## config.mk

```make
export PLATFORM = sky130hd
export DESIGN_NAME = aon_shutdown_seq
export DESIGN_NICKNAME = d
export VERILOG_FILES = /design/src/rtl/aon_seq_pkg.sv /design/src/rtl/aon_poll_timer.sv /design/src/rtl/aon_cfg_word.sv /design/src/rtl/aon_shutdown_seq.sv
export SDC_FILE = /design/constraint.sdc
export NUM_CORES = 1
export LEC_CHECK = 0
export ABC_AREA = 1
export CAP_MARGIN = 10
export CORE_MARGIN = 1
export CORE_UTILIZATION = 52
export CTS_CLUSTER_DIAMETER = 100
export CTS_CLUSTER_SIZE = 25
export DETAILED_ROUTE_END_ITERATION = 12
export GPL_TIMING_DRIVEN = 0
export HOLD_SLACK_MARGIN = 0.02
export PLACE_DENSITY = 0.85
export SLEW_MARGIN = 25
export SYNTH_ARGS = -nofsm -noshare
export SYNTH_HDL_FRONTEND = slang
export SYNTH_HIERARCHICAL = 1
export SYNTH_SLANG_ARGS = --single-unit
```

## constraint.sdc

```tcl
create_clock -name clk -period 2 [get_ports clk]
set_input_delay 0.3 -clock clk [delete_from_list [all_inputs] [get_ports clk]]
set_output_delay 0.3 -clock clk [all_outputs]
set_load 0.02 [all_outputs]
```

## src/rtl/aon_seq_pkg.sv

```systemverilog
package aon_seq_pkg;
  localparam int EN_BIT  = 13;
  localparam int BUS_BIT = 15;
  localparam int CTL_BIT = 1;
  localparam int MUX_LSB = 16;
  localparam int MUX_W   = 3;

  typedef enum logic [2:0] {
    OP_HOLD, OP_SET_EN, OP_BUS, OP_SET_CTL, OP_CLR_EN
  } cfg_op_e;

  typedef enum logic [3:0] {
    S_IDLE, S_HALT, S_EN, S_BUS, S_CTL, S_POLL, S_AON, S_CLR, S_SYS
  } seq_state_e;
endpackage

```

## src/rtl/aon_poll_timer.sv

```systemverilog
module aon_poll_timer #(
  parameter int INTERVAL  = 250000,
  parameter int MAX_POLLS = 200
) (
  input  logic clk,
  input  logic rst_n,
  input  logic clr_i,
  input  logic en_i,
  output logic tick_o,
  output logic last_o
);
  localparam int IW = (INTERVAL > 1) ? $clog2(INTERVAL) : 1;
  localparam int PW = (MAX_POLLS > 1) ? $clog2(MAX_POLLS) : 1;
  localparam logic [IW-1:0] IV_LAST  = IW'(INTERVAL - 1);
  localparam logic [PW-1:0] CNT_LAST = PW'(MAX_POLLS - 1);

  logic [IW-1:0] ivl_q, ivl_n;
  logic [PW-1:0] cnt_q, cnt_n;

  assign tick_o = en_i && (ivl_q == IV_LAST);
  assign last_o = (cnt_q == CNT_LAST);

  always_comb begin
    ivl_n = ivl_q;
    cnt_n = cnt_q;
    if (clr_i) begin
      ivl_n = '0;
      cnt_n = '0;
    end else if (en_i) begin
      if (tick_o) begin
        ivl_n = '0;
        if (!last_o) cnt_n = cnt_q + 1'b1;
      end else begin
        ivl_n = ivl_q + 1'b1;
      end
    end
  end

  always_ff @(posedge clk or negedge rst_n) begin
    if (!rst_n) begin
      ivl_q <= '0;
      cnt_q <= '0;
    end else begin
      ivl_q <= ivl_n;
      cnt_q <= cnt_n;
    end
  end


  poll_budget_chk: assert property (@(posedge clk) disable iff (!rst_n)
    cnt_q <= CNT_LAST);
endmodule

```

## src/rtl/aon_cfg_word.sv

```systemverilog
module aon_cfg_word
  import aon_seq_pkg::*;
#(
  parameter int          CFG_W   = 32,
  parameter logic [31:0] CFG_RST = 32'h0007_0A04
) (
  input  logic             clk,
  input  logic             rst_n,
  input  cfg_op_e          op_i,
  output logic [CFG_W-1:0] cfg_o
);
  logic [CFG_W-1:0] q, n;

  always_comb begin
    n = q;
    case (op_i)
      OP_SET_EN:  n[EN_BIT] = 1'b1;
      OP_BUS: begin
        n[BUS_BIT] = 1'b1;
        n[MUX_LSB +: MUX_W] = '0;
      end
      OP_SET_CTL: n[CTL_BIT] = 1'b1;
      OP_CLR_EN:  n[EN_BIT] = 1'b0;
      default:    n = q;
    endcase
  end

  always_ff @(posedge clk or negedge rst_n) begin
    if (!rst_n) q <= CFG_W'(CFG_RST);
    else        q <= n;
  end

  assign cfg_o = q;


  ctl_after_bus_chk: assert property (@(posedge clk) disable iff (!rst_n)
    $rose(q[CTL_BIT]) |-> (q[BUS_BIT] && (q[MUX_LSB +: MUX_W] == '0)));
endmodule

```

## src/rtl/aon_shutdown_seq.sv

```systemverilog
module aon_shutdown_seq
  import aon_seq_pkg::*;
#(
  parameter int          CFG_W         = 32,
  parameter logic [31:0] CFG_RST       = 32'h0007_0A04,
  parameter logic [15:0] STAT_MATCH    = 16'h0400,
  parameter int          POLL_INTERVAL = 250000,
  parameter int          MAX_POLLS     = 200
) (
  input  logic             clk,
  input  logic             rst_n,
  input  logic             start_i,
  output logic             halt_req_o,
  input  logic             halt_done_i,
  input  logic [15:0]      status_i,
  output logic [CFG_W-1:0] cfg_o,
  output logic             aon_rst_o,
  output logic             sys_rst_o,
  output logic             done_o,
  output logic             err_o
);
  seq_state_e st_q, st_n;
  cfg_op_e    op;
  logic       tick, last, match;
  logic       aon_q, aon_n, sys_q, sys_n, done_q, done_n, err_q, err_n;
  logic       accept;

  assign match  = (status_i == STAT_MATCH);
  assign accept = (st_q == S_IDLE) && start_i;

  aon_poll_timer #(.INTERVAL(POLL_INTERVAL), .MAX_POLLS(MAX_POLLS)) u_timer (
    .clk    (clk),
    .rst_n  (rst_n),
    .clr_i  (st_q != S_POLL),
    .en_i   (st_q == S_POLL),
    .tick_o (tick),
    .last_o (last)
  );

  aon_cfg_word #(.CFG_W(CFG_W), .CFG_RST(CFG_RST)) u_cfg (
    .clk   (clk),
    .rst_n (rst_n),
    .op_i  (op),
    .cfg_o (cfg_o)
  );

  always_comb begin
    st_n   = st_q;
    op     = OP_HOLD;
    aon_n  = aon_q;
    sys_n  = sys_q;
    err_n  = err_q;
    done_n = 1'b0;
    case (st_q)
      S_IDLE: if (start_i) begin
        st_n  = S_HALT;
        aon_n = 1'b0;
        sys_n = 1'b0;
        err_n = 1'b0;
      end
      S_HALT: if (halt_done_i) st_n = S_EN;
      S_EN:  begin op = OP_SET_EN;  st_n = S_BUS;  end
      S_BUS: begin op = OP_BUS;     st_n = S_CTL;  end
      S_CTL: begin op = OP_SET_CTL; st_n = S_POLL; end
      S_POLL: if (tick) begin
        if (match) st_n = S_AON;
        else if (last) begin
          st_n  = S_IDLE;
          err_n = 1'b1;
        end
      end
      S_AON: begin aon_n = 1'b1; st_n = S_CLR; end
      S_CLR: begin op = OP_CLR_EN; st_n = S_SYS; end
      S_SYS: begin
        sys_n  = 1'b1;
        done_n = 1'b1;
        st_n   = S_IDLE;
      end
      default: st_n = S_IDLE;
    endcase
  end

  always_ff @(posedge clk or negedge rst_n) begin
    if (!rst_n) begin
      st_q   <= S_IDLE;
      aon_q  <= 1'b0;
      sys_q  <= 1'b0;
      done_q <= 1'b0;
      err_q  <= 1'b0;
    end else begin
      st_q   <= st_n;
      aon_q  <= aon_n;
      sys_q  <= sys_n;
      done_q <= done_n;
      err_q  <= err_n;
    end
  end

  assign halt_req_o = (st_q == S_HALT);
  assign aon_rst_o  = aon_q;
  assign sys_rst_o  = sys_q;
  assign done_o     = done_q;
  assign err_o      = err_q;


  halt_wait_chk: assert property (@(posedge clk) disable iff (!rst_n)
    (halt_req_o && !halt_done_i) |=> $stable(cfg_o));

  en_clear_order_chk: assert property (@(posedge clk) disable iff (!rst_n)
    $fell(cfg_o[EN_BIT]) |-> aon_rst_o);

  sys_after_aon_chk: assert property (@(posedge clk) disable iff (!rst_n)
    sys_rst_o |-> aon_rst_o);

  done_pulse_chk: assert property (@(posedge clk) disable iff (!rst_n)
    done_o |=> !done_o);

  done_err_excl_chk: assert property (@(posedge clk) disable iff (!rst_n)
    !(done_o && err_o));

  busy_start_chk: assert property (@(posedge clk) disable iff (!rst_n)
    (start_i && !accept && !halt_req_o && !done_o) |=> !halt_req_o);
endmodule

```

# --- Word level (Yosys, flattened, before mapping) ---
# Index checks and enable logic that the tools add are counted.
word_totals:
  regBits: 40
  in_bits: 20
  out_inout_bits: 37
  wordCells: 71
op_classes:
  n_addsub: 2
  n_eq_ne: 23
  mux: 23
  n_reduce_logical: 13
ops:
  columns: ["cell", "count"]
  rows:
  - ["$mux 18", 3]
  - ["$mux 8", 4]
  - ["$pmux 4 s8", 1]
  - ["$mux 4", 5]
  - ["$add 18x1->18 const B", 1]
  - ["$eq 18x18->1 const B", 1]
  - ["$eq 16x11->1 const B", 1]
  - ["$eq 4x3->1 const B", 4]
  - ["$pmux 3 s4", 1]
  - ["$reduce_bool 2->1", 6]
  - ["$add 8x1->8 const B", 1]
  - ["$eq 4x2->1 const B", 2]
  - ["$eq 8x8->1 const B", 1]
  - ["$ne 2x2->1 const B", 4]
  - ["$pmux 1 s2", 4]
  - ["$eq 3x2->1 const B", 2]
  - ["$mux 1", 5]
  - ["$reduce_and 5->1", 1]
  - ["$eq 4x1->1 const B", 1]
  - ["$eq 4x4->1 const B", 1]
  - ["$logic_not 4->1", 1]
  - ["$ne 2x1->1 const B", 2]
  - ["$ne 4x3->1 const B", 1]
  - ["$reduce_and 2->1", 2]
  - ["6 further kinds", 6]

# --- Longest topological paths before layout ---
# Gate-level depths: netlist of the first run.
logic_depth:
  ltp_word: 5
  ltp_mapped: 15
  ltp_nobuf: 15

# --- Modules after synthesis ---
# Netlist of the first run, hierarchy kept.
by_module_without_submodules:
  columns: ["mod", "instances", "cells_each", "area_per_inst_um2", "seq_area_each_um2"]
  rows:
  - ["aon_poll_timer", 1, 254, 1783.0, 650.6]
  - ["aon_shutdown_seq", 1, 80, 563.0, 200.2]
  - ["aon_cfg_word", 1, 47, 375.4, 101.3]

# --- Worst setup path before layout of the first run ---
# OpenSTA, ideal clock, no wires.
synth_timing:
  path_type: "reg-to-reg"
  startpoint: "reg st_q[1]"
  endpoint: "reg st_q[2]"
  setup_ns: 0.065
  arrival_ns: 1.621
  t_required_ns: 1.935
  setup_slack_ns: 0.314
  path_stages_with_launch: 14
  path_buffers: 0
  period_less_slack_ns: 1.686
  cell_sequence: "dfrtp_1 > nor2_4 > nand2_4 > clkinv_2 > inv_1 > nor2_1 > nand3_2 > nor2_4 > inv_1 > nand3_2 > nand3_2 > a21oi_2 > nand2_1 > nand2_1"
synth_between:
  elab_chain_len: 4
  word_cells_on_any_way: 15
  classes_between: "eq/ne: 11; mux: 1; reduce/logical: 3"
synth_rtl:
  columns: ["element", "line_no", "rtl"]
  rows:
  - ["from (decl)", "aon_shutdown_seq.sv:22", "seq_state_e st_q, st_n;"]
  - ["from (signal assigned)", "aon_shutdown_seq.sv:91", "st_q <= st_n;"]
  - ["$eq 4x3->1", "aon_shutdown_seq.sv:35", ".en_i (st_q == S_POLL),"]
  - ["$logic_and 1x1->1", "aon_poll_timer.sv:20", "assign tick_o = en_i && (ivl_q == IV_LAST);"]
  - ["via tick", "aon_shutdown_seq.sv:24", "logic tick, last, match;"]
  - ["$ne 2x2->1 (no line)", null, null]
  - ["$reduce_and 4->1 (no line)", null, null]
# The timed path passes the listed nets, and every way through them passes these cells.
# A chain may end at the register's enable or synchronous reset.

# --- Worst setup path in the final report of the first run ---
layout_timing:
  startpoint: "reg st_q[2]"
  endpoint: "reg st_q[2]"
# Same word-level chain as after synthesis.

==> results_dict.tcl, run 1 <==
set metrics [dict create \
    run_status "complete, no violations" \
    insertion_delay_ps 300 \
    power.static_leakage_nw 1.70 \
    placement.io_buffers 30 \
    grtUsageTotal_pct 23.2 \
    wirelength_mm 5.89 \
    synthDistinctLibCells 36 \
    layout-drive-gt1-share_pct 19.0 \
    synth_top_area_share_pct 34.0 \
    placement_rows 25 \
    cts_max_level 2 \
    report.final.setup_viol 0 \
    drc_violations_left 0 \
    drt-pass1-iter-count 5 \
    fmax_ghz 0.530 \
    r2r_depth 14 \
    die_extent_in_y_um 74.3 \
    worst_r2r_endpoint "st_q[2]" \
    num_vias 2490 \
    worstSetupPathType "flip-flop to flip-flop" \
    design.core.area_um2 4880 \
    vdd.ir_drop.worst_uv 364 \
    synth_area_leader_cell "sky130_fd_sc_hd__dfrtp_1" \
    io_pins 57 \
    die_area_um2 5530 \
    route.antenna.remaining_nets 0 \
    worst_hold_check_slack_ps 445 \
    fin_skew_ps 6.83 \
    cts.clk_slew.worst_paths_ps 80 \
    synth.yosys.seq_area_share_pct 35.0 \
    tritoncts "built" \
    clock_sink_count 38 \
    placement.setup.worst_slack_ps 67.5 \
    grt_max_degree 25 \
    final_period_demand_of_the_worst_path_ps 1890 \
    number_of_synthesized_flops_with_an_enable_pin 0 \
    grt_antenna_before_repair 0 \
    number_of_global_route_vias_before_repair 2332 \
    ys_ff_latch 38 \
    die_x_um 74.3 \
    data_arrival_time_of_the_critical_path_ps 2130 \
    placedInstanceArea_um2 3220 \
    worst-path-max-fanout 8 \
    place_congestion 0.929 \
    filler_cell_count 420 \
    pwr_density_cell_nw_per_um2 439 \
    cts_buffers 5 \
    postSynthAreaPerCell_um2 7.14 \
    drt-wirelength-per-cell_um 11.4 \
    timing.final.hold_violations 0 \
    drt-initial-drc-count 275 \
    drv_cap 0 \
    remaining_global_route_overflow 0 \
    route.detailed.vias_per_inst 4.83 \
    initial_core_util_pct 55.8 \
    synth_top_flop_cell "sky130_fd_sc_hd__dfrtp_1" \
    critPathRequiredTime_ps 2240 \
    yosys_warnings 6 \
    syn_area_um2 2720 \
    cp-end-kind "flip-flop" \
    final_net_count 469 \
    clock_tree.root_cell "sky130_fd_sc_hd__clkbuf_8" \
    layout-area-overhead-vs-synth_pct 23.2 \
    worstHoldPathType "primary input to async pin" \
    grt_first_pass_wirelength_mm 9.76 \
    synth-async-reset-ratio_pct 100 \
    synth_top_cells_by_area "sky130_fd_sc_hd__dfrtp_1 (34%), sky130_fd_sc_hd__nand2_1 (13%), sky130_fd_sc_hd__nor2_1 (8.3%)" \
    cts_max_path_buffers 2 \
    startpoint_type "flip-flop" \
    final-max-slew-violation-count 0 \
    synthesized_netlist_cell_count 381 \
    antenna_cells 0 \
    final_min_period_over_clock_period_pct 94.4 \
    finalWorstSetupSlack_ps 112 \
    r2r_setup_slack_ps 110 \
    dpl.hpwl_mm 4.45 \
    reg2reg_from "st_q[2]" \
    stdcell_area_um2 3350 \
]
## flip-flops by register name, summed over array words and instances, names as in the netlist
register / cells
st_q: 4
u_timer/ivl_q: 18
sys_rst_o: 1
u_timer/cnt_q: 8
err_o: 1
done_o: 1
u_cfg/cfg_o: 4
aon_rst_o: 1
## cells in the mapped netlist, types with 2 or more instances
library cell               number
sky130_fd_sc_hd__a21oi_1        5
sky130_fd_sc_hd__buf_4         29
sky130_fd_sc_hd__buf_6          2
sky130_fd_sc_hd__clkinv_2       2
sky130_fd_sc_hd__conb_1         2
sky130_fd_sc_hd__dfrtp_1       37
sky130_fd_sc_hd__ha_1           2
sky130_fd_sc_hd__inv_1         37
sky130_fd_sc_hd__inv_2          3
sky130_fd_sc_hd__nand2_1       93
sky130_fd_sc_hd__nand2_2        5
sky130_fd_sc_hd__nand2_4        3
sky130_fd_sc_hd__nand3_1       34
sky130_fd_sc_hd__nand3_2        8
sky130_fd_sc_hd__nand3b_1       2
sky130_fd_sc_hd__nand4_1        8
sky130_fd_sc_hd__nor2_1        60
sky130_fd_sc_hd__nor2_2         8
sky130_fd_sc_hd__nor2_4         5
sky130_fd_sc_hd__nor3_1         8
sky130_fd_sc_hd__nor3_2         2
sky130_fd_sc_hd__o21ai_0        6
sky130_fd_sc_hd__o21bai_1       3
sky130_fd_sc_hd__xor2_1         5
## cell usage in the layout (no fill, tap or decap), types with 2 or more instances in the layout
cell type	n
sky130_fd_sc_hd__buf_2	2
sky130_fd_sc_hd__nor3_2	2
sky130_fd_sc_hd__inv_1	37
sky130_fd_sc_hd__xor2_1	5
sky130_fd_sc_hd__clkbuf_8	6
sky130_fd_sc_hd__ha_1	2
sky130_fd_sc_hd__nor2_4	5
sky130_fd_sc_hd__nand3_2	8
sky130_fd_sc_hd__buf_6	2
sky130_fd_sc_hd__clkinv_2	2
sky130_fd_sc_hd__inv_2	3
sky130_fd_sc_hd__nor2_1	60
sky130_fd_sc_hd__buf_4	32
sky130_fd_sc_hd__nand2_1	93
sky130_fd_sc_hd__a21oi_1	5
sky130_fd_sc_hd__nand3_1	34
sky130_fd_sc_hd__nor2_2	8
sky130_fd_sc_hd__nand3b_1	2
sky130_fd_sc_hd__clkdlybuf4s50_1	28
sky130_fd_sc_hd__nor3_1	8
sky130_fd_sc_hd__nand4_1	8
sky130_fd_sc_hd__dfrtp_1	37
sky130_fd_sc_hd__conb_1	26
sky130_fd_sc_hd__o21ai_0	6
sky130_fd_sc_hd__nand2_2	5
sky130_fd_sc_hd__o21bai_1	3
sky130_fd_sc_hd__nand2_4	3
## metal layers
| layer | track usage (%) | vias to the layer above | part of all wire [%] |
|---|---|---|---|
| met3 | 5.96 | 10 | 5.1 |
| li1 | - | 1284 | - |
| met4 | 7.76 | 0 | 1.4 |
| met2 | 41.8 | 70 | 50 |
| met1 | 26.9 | 1126 | 44 |
| met5 | 0 | - | 0 |
## power by group
part | total [mW] | switching, mW | internal (mW)
clock | 0.557 | 0.279 | 0.278
combinational | 0.147 | 0.0729 | 0.0745
sequential | 0.768 | 0 | 0.768
## worst max path at each step
stage	start	to	depth (start not counted)
2_1_floorplan	st_q[1]	st_q[2]	13
3_3_place_gp	rst_n	u_timer/cnt_q[7]	1
3_5_place_dp	st_q[1]	st_q[2]	13
4_1_cts	st_q[1]	st_q[2]	13
5_1_grt	st_q[2]	st_q[2]	14
6_report	st_q[2]	st_q[2]	14
## stage by stage
step | TNS (ps) | power (mW) | cells | util [%]
after detailed placement | 0 | 0.928 | 503 | 65.9
after floorplan | 0 | 0.870 | 405 | -
final | 0 | 1.47 | 515 | 68.7
after global placement | -9360 | 0.922 | 502 | 65.5
after global routing | -46.5 | 1.54 | 515 | 68.7
after CTS | 0 | 1.49 | 512 | 68.0
## logic make-up (layout without fill, tap and decap cells)
kind of cell	after synthesis	after routing	share of synthesized area (%)
AO/OA/AOI/OAI	19	19	4.18
adder cells (fa/ha/maj)	2	2	0.919
AND/OR/NAND/NOR	239	239	42.3
XOR/XNOR	6	6	1.93
buffers and inverters	75	118	15.4
other	2	26	0.276
flip-flops	38	38	35.0
## worst max-delay path, stage by stage (launching register included)
cell and delay, ps:
sky130_fd_sc_hd__dfrtp_1 390, sky130_fd_sc_hd__inv_1 100, sky130_fd_sc_hd__nor2_4 160, sky130_fd_sc_hd__nand2_4 100, sky130_fd_sc_hd__inv_6 100, sky130_fd_sc_hd__inv_1 40
sky130_fd_sc_hd__nor2_1 140, sky130_fd_sc_hd__nand3_2 110, sky130_fd_sc_hd__nor2_4 130, sky130_fd_sc_hd__inv_1 70, sky130_fd_sc_hd__nand3_2 90, sky130_fd_sc_hd__nand3_2 100
sky130_fd_sc_hd__a21oi_4 160, sky130_fd_sc_hd__nand2_1 70, sky130_fd_sc_hd__nand2_1 60
## final cells by class
cell class	instances	area, um^2	area share (%)
Sequential cell	38	952	28.4
Inverter	42	164	4.89
Clock buffer	7	86.3	2.58
Multi-Input combinational cell	292	1450	43.2
Timing Repair Buffer	35	354	10.6
Tap cell	67	83.8	2.50
Clock inverter	1	5.00	0.149
Buffer	33	260	7.76
## timing repair
action | CTS | global route
setup buffers | 0 | 3
hold buffers | 1 | 0
pin swaps | 0 | 2
resized for setup | 1 | 3
endpoints found under the setup margin | 1 | 3
endpoints found under the hold margin | 14 | 0
Note: power is estimated with default switching activity, not from simulation.
==> inputs of run 2 (changes only) <==
Settings changed: MAX_ROUTING_LAYER from default to met4, PLACE_DENSITY 0.85 to default, PLACE_DENSITY_LB_ADDON from default to 0.1.
==> run 2 against run 1 <==
  * First-iteration DRC count fell by 48%
  * Global-route usage down 1.0 points
  * Utilization rose by 0.38 points
  * Sequential power about the same
  * Sequential share of layout area decreased by 0.12 points
  * Combinational power about the same
  * Highest routed layer unchanged
  * Clock skew rose by 3.6 ps
  * Final area grew 0.56%
  * Worst setup slack improved by 24 ps
  * Register-to-register slack improved by 20 ps
  * Critical path type unchanged
==> results_dict.tcl, run 2 (synthesis results as in run 1) <==
set metrics [dict create \
    timing.final.hold_violations 0 \
    final_period_demand_of_the_worst_path_ps 1860 \
    cp-end-kind "flip-flop" \
    tritoncts "built" \
    route.antenna.remaining_nets 0 \
    regMostFlops "u_timer/ivl_q" \
    r2r_depth 14 \
    clock_tree.root_cell "sky130_fd_sc_hd__clkbuf_8" \
    slowest_delay_ps 410 \
    remaining_global_route_overflow 0 \
    worst-path-max-fanout 8 \
    drv_cap 0 \
    final-max-slew-violation-count 0 \
    grt_max_degree 28 \
    layout-area-overhead-vs-synth_pct 23.9 \
    pwr_density_cell_nw_per_um2 432 \
    cts.clk_slew.worst_paths_ps 80 \
    family_of_cells_with_the_greatest_summed_delay_on_the_critical_path "simple AND/OR/NAND/NOR gates" \
    worstSetupPathType "flip-flop to flip-flop" \
    cts_max_path_buffers 2 \
    timing.critical_path.cells "inv_2 -> nor2_4 -> nand2_4 -> inv_6 -> inv_1 -> nor2_2 -> nand3_2 -> nor2_4 -> inv_1 -> nand3_2 -> nand3_4 -> a21oi_4 -> nand2_1 -> nand2_1" \
    fin_skew_ps 10.5 \
    critical_path.slowest_cell "sky130_fd_sc_hd__dfrtp_1" \
    layout_common_cells "sky130_fd_sc_hd__nand2_1 (93), sky130_fd_sc_hd__nor2_1 (59), sky130_fd_sc_hd__inv_1 (37)" \
    final_min_period_over_clock_period_pct 93.2 \
    critPathRequiredTime_ps 2220 \
    cts_max_level 2 \
    insertion_delay_ps 290 \
    reg2reg_from "st_q[0]" \
    grtUsageTotal_pct 22.2 \
    layout-drive-gt1-share_pct 19.8 \
    instances_no_fill 517 \
    placement.io_buffers 30 \
    largestRegisters "u_timer/ivl_q x18, u_timer/cnt_q x8" \
    final_net_count 471 \
    die_x_um 74.3 \
    placement_rows 25 \
    worst_r2r_endpoint "st_q[2]" \
    placedInstanceArea_um2 3210 \
    num_vias 2486 \
    antenna_cells 0 \
    route.detailed.vias_per_inst 4.81 \
    worstHoldPathType "primary input to async pin" \
    grt_first_pass_wirelength_mm 9.14 \
    wirelength_mm 5.69 \
    data_arrival_time_of_the_critical_path_ps 2090 \
    design.core.area_um2 4880 \
    place_inst 503 \
    r2r_setup_slack_ps 140 \
    placement.setup.worst_slack_ps 117 \
    critPathBufInv 4 \
    startpoint_type "flip-flop" \
    drc_violations_left 0 \
    die_area_um2 5530 \
    clock_sink_count 38 \
    report.final.setup_viol 0 \
    largest_reg_flops 18 \
    vdd.ir_drop.worst_uv 349 \
    grt_antenna_before_repair 0 \
    filler_cell_count 420 \
    final_common_cell "sky130_fd_sc_hd__nand2_1" \
    cts_buffers 5 \
    die_extent_in_y_um 74.3 \
    initial_core_util_pct 55.8 \
    final.setup.tns_ps 0 \
    worst_hold_check_slack_ps 437 \
    place_congestion 0.885 \
    drt-initial-drc-count 144 \
    finalWorstSetupSlack_ps 136 \
    run_status "complete, no violations" \
    stdcell_area_um2 3370 \
    io_pins 57 \
    dpl.hpwl_mm 4.44 \
    drt-wirelength-per-cell_um 11.0 \
    total_power_mw 1.46 \
    power.static_leakage_nw 1.71 \
    drt-pass1-iter-count 4 \
    fmax_ghz 0.536 \
    postLayoutCoreUtil_pct 69.1 \
    number_of_global_route_vias_before_repair 2163 \
]
[run 2: per-layer routing]
| layer | GRT usage (%) | part of all wire (%) | routed length (um) |
|---|---|---|---|
| met2 | 37.2 | 51 | 2910 |
| met5 | - | 0 | 0 |
| met4 | 7.55 | 0.77 | 44 |
| met1 | 26.9 | 43 | 2470 |
| met3 | 4.20 | 4.6 | 263 |
[run 2: where the power goes]
part / switching (mW) / internal (mW)
Sequential: 0 / 0.768
Clock: 0.264 / 0.278
Combinational: 0.0726 / 0.0729
Total: 0.337 / 1.12
[run 2: how the worst max path moves through the flow]
stage / from / end / cells past startpoint
2_1_floorplan: st_q[1] / st_q[2] / 13
3_3_place_gp: rst_n / u_timer/cnt_q[7] / 1
3_5_place_dp: st_q[1] / st_q[2] / 13
4_1_cts: st_q[1] / st_q[0] / 13
5_1_grt: st_q[0] / st_q[2] / 14
6_report: st_q[0] / st_q[2] / 14
[run 2: final cells by class]
| class | instances | area, um^2 | share of cell area [%] |
|---|---|---|---|
| multi-input cells | 292 | 1460 | 43.2 |
| inverters | 42 | 164 | 4.86 |
| clock inverters | 1 | 5.00 | 0.148 |
| clock buffers | 7 | 86.3 | 2.56 |
| plain buffers | 33 | 260 | 7.72 |
| well taps | 67 | 83.8 | 2.49 |
| repair buffers | 37 | 362 | 10.7 |
| flip-flops and latches | 38 | 953 | 28.3 |
[run 2: what timing repair did]
| action | 4_1_cts | 5_1_grt |
|---|---|---|
| hold buffers | 1 | 0 |
| gates resized for setup | 1 | 6 |
| gates cloned | 0 | 0 |
| setup buffers | 0 | 5 |
| hold endpoints to repair | 11 | 0 |
| pin swaps | 0 | 3 |
| endpoints found under the setup margin | 1 | 3 |
==> inputs of run 3 (changes only) <==
Settings changed: GPL_TIMING_DRIVEN 0 to default.
==> run 3 against run 2 <==
  * Final cell count shrank 5.4%
  * Sequential share of layout area is 2.1 points higher
  * Combinational power down 29%
  * Clock power up 20%
  * Die area unchanged
  * Critical endpoint is now st_q[0]
  * Largest power group unchanged
  * Routed wire length shrank 2.2%
  * Largest cell class unchanged
  * Register-to-register slack improved by 30 ps
==> results_dict.tcl, run 3 (synthesis results as in run 1) <==
set metrics [dict create \
    run_status "complete, no violations" \
    final_min_period_over_clock_period_pct 91.9 \
    die_area_um2 5530 \
    placedInstanceArea_um2 2980 \
    cts_max_path_buffers 2 \
    grt_antenna_before_repair 0 \
    clock_sink_count 38 \
    final_period_demand_of_the_worst_path_ps 1840 \
    place_inst 476 \
    worstHoldPathType "flip-flop to flip-flop" \
    final-max-slew-violation-count 0 \
    report.final.setup_viol 0 \
    die_x_um 74.3 \
    startpoint_type "flip-flop" \
    die_extent_in_y_um 74.3 \
    vdd.ir_drop.worst_uv 520 \
    grt_max_degree 22 \
    data_arrival_time_of_the_critical_path_ps 2070 \
    placement_rows 25 \
    clock_tree.root_cell "sky130_fd_sc_hd__clkbuf_8" \
    dpl.hpwl_mm 4.23 \
    tritoncts "built" \
    power.static_leakage_nw 1.56 \
    initial_core_util_pct 55.8 \
    cts_buffers 5 \
    final_net_count 443 \
    filler_cell_count 452 \
    cts.clk_slew.worst_paths_ps 80 \
    unrepaired_setup_endpoints_after_global_routing "yes" \
    final_common_cell "sky130_fd_sc_hd__nand2_1" \
    worstSetupPathType "flip-flop to flip-flop" \
    worst_hold_check_slack_ps 474 \
    fin_skew_ps 8.00 \
    pwr_density_cell_nw_per_um2 486 \
    route.antenna.remaining_nets 0 \
    design.core.area_um2 4880 \
    drv_cap 0 \
    layout_common_cells "sky130_fd_sc_hd__nand2_1 (93), sky130_fd_sc_hd__nor2_1 (59), sky130_fd_sc_hd__inv_1 (37)" \
    route.detailed.vias_per_inst 4.83 \
    drc_violations_left 0 \
    wirelength_mm 5.56 \
    drt-initial-drc-count 136 \
    place_congestion 0.877 \
    regMostFlops "u_timer/ivl_q" \
    cts_max_level 2 \
    insertion_delay_ps 290 \
    grtUsageTotal_pct 23.8 \
    worst-path-max-fanout 8 \
    drt-wirelength-per-cell_um 11.4 \
    largestRegisters "u_timer/ivl_q x18, u_timer/cnt_q x8" \
    placement.io_buffers 30 \
    cp-end-kind "flip-flop" \
    stdcell_area_um2 3130 \
    largest_reg_flops 18 \
    drt-pass1-iter-count 4 \
    number_of_global_route_vias_before_repair 2132 \
    remaining_global_route_overflow 0 \
    timing.final.hold_violations 0 \
    antenna_cells 0 \
    io_pins 57 \
    critPathRequiredTime_ps 2230 \
    postLayoutCoreUtil_pct 64.2 \
    layout-area-overhead-vs-synth_pct 15.2 \
    grt_first_pass_wirelength_mm 9.64 \
    num_vias 2362 \
    fmax_ghz 0.544 \
    instances_no_fill 489 \
    total_power_mw 1.52 \
    layout-drive-gt1-share_pct 14.7 \
]
-- run 3: cell count changes in the layout (fill, tap and decap cells not counted), sizes merged --
cell / change
bufinv: +1
inv: -1
clkinv: +2
clkbuf: -2
buf: -28
-- run 3: final cells by class --
class                   count  area (um^2)  area share, %
clock buffers               5         68.8           2.20
multi-input cells         292         1440           46.0
repair buffers             42          387           12.3
flip-flops and latches     38          953           30.4
well taps                  67         83.8           2.67
inverters                  42          160           5.11
clock inverters             3         40.0           1.28
-- run 3: path summary, 6_finish.rpt --
check	from	end	slack [ps]	cells after the start
min in group asynchronous	rst_n	u_timer/ivl_q[7]	520	2
setup / recovery	st_q[0]	st_q[0]	160	14
setup reg to reg	st_q[0]	st_q[0]	160	14
max in group asynchronous	rst_n	st_q[1]	950	3
hold / removal	u_cfg/cfg_o[17]	u_cfg/cfg_o[17]	470	2
hold reg to reg	u_cfg/cfg_o[17]	u_cfg/cfg_o[17]	470	2
-- run 3: stage by stage --
stage	worst slack, ps	setup TNS (ps)
floorplan	314	0
global placement	213	0
detailed placement	185	0
CTS	171	0
global route	-46.1	-96.8
finish	163	0
-- run 3: where the power goes --
part | switching (mW) | leakage (nW) | internal [mW] | total, mW
Clock | 0.285 | 0.0579 | 0.367 | 0.652
Combinational | 0.0663 | 1.00 | 0.0377 | 0.104
Sequential | 0 | 0.495 | 0.768 | 0.768
Total | 0.351 | 1.56 | 1.17 | 1.52
-- run 3: critical path, stage by stage, from the launching register on --
cell                       delay (ps)
sky130_fd_sc_hd__dfrtp_1          390
sky130_fd_sc_hd__inv_2            100
sky130_fd_sc_hd__nor2_4           150
sky130_fd_sc_hd__nand2_4           60
sky130_fd_sc_hd__clkinv_2         100
sky130_fd_sc_hd__inv_1             60
sky130_fd_sc_hd__nor2_2           110
sky130_fd_sc_hd__nand3_2          100
sky130_fd_sc_hd__nor2_4           190
sky130_fd_sc_hd__inv_1             70
sky130_fd_sc_hd__nand3_2           90
sky130_fd_sc_hd__nand3_2           80
sky130_fd_sc_hd__a21oi_2          160
sky130_fd_sc_hd__nand2_1           70
sky130_fd_sc_hd__nand2_1           50
-- run 3: timing repair --
action | CTS | global route
endpoints found under the hold margin | 18 | 0
buffers inserted | 0 | 4
resized for setup | 1 | 2
hold buffers | 1 | 0
pin swaps | 0 | 2
setup endpoints to repair | 1 | 4
-- run 3: layer usage --
metal / share of wire (%) / up-vias / wire (um) / track usage, %
met2: 49 / 64 / 2700 / 39.1
met3: 4.1 / 6 / 230 / 4.74
met1: 46 / 1068 / 2570 / 29.6
met5: 0 / - / 0 / -
li1: - / 1224 / - / -
met4: 1.1 / 0 / 63 / 7.13
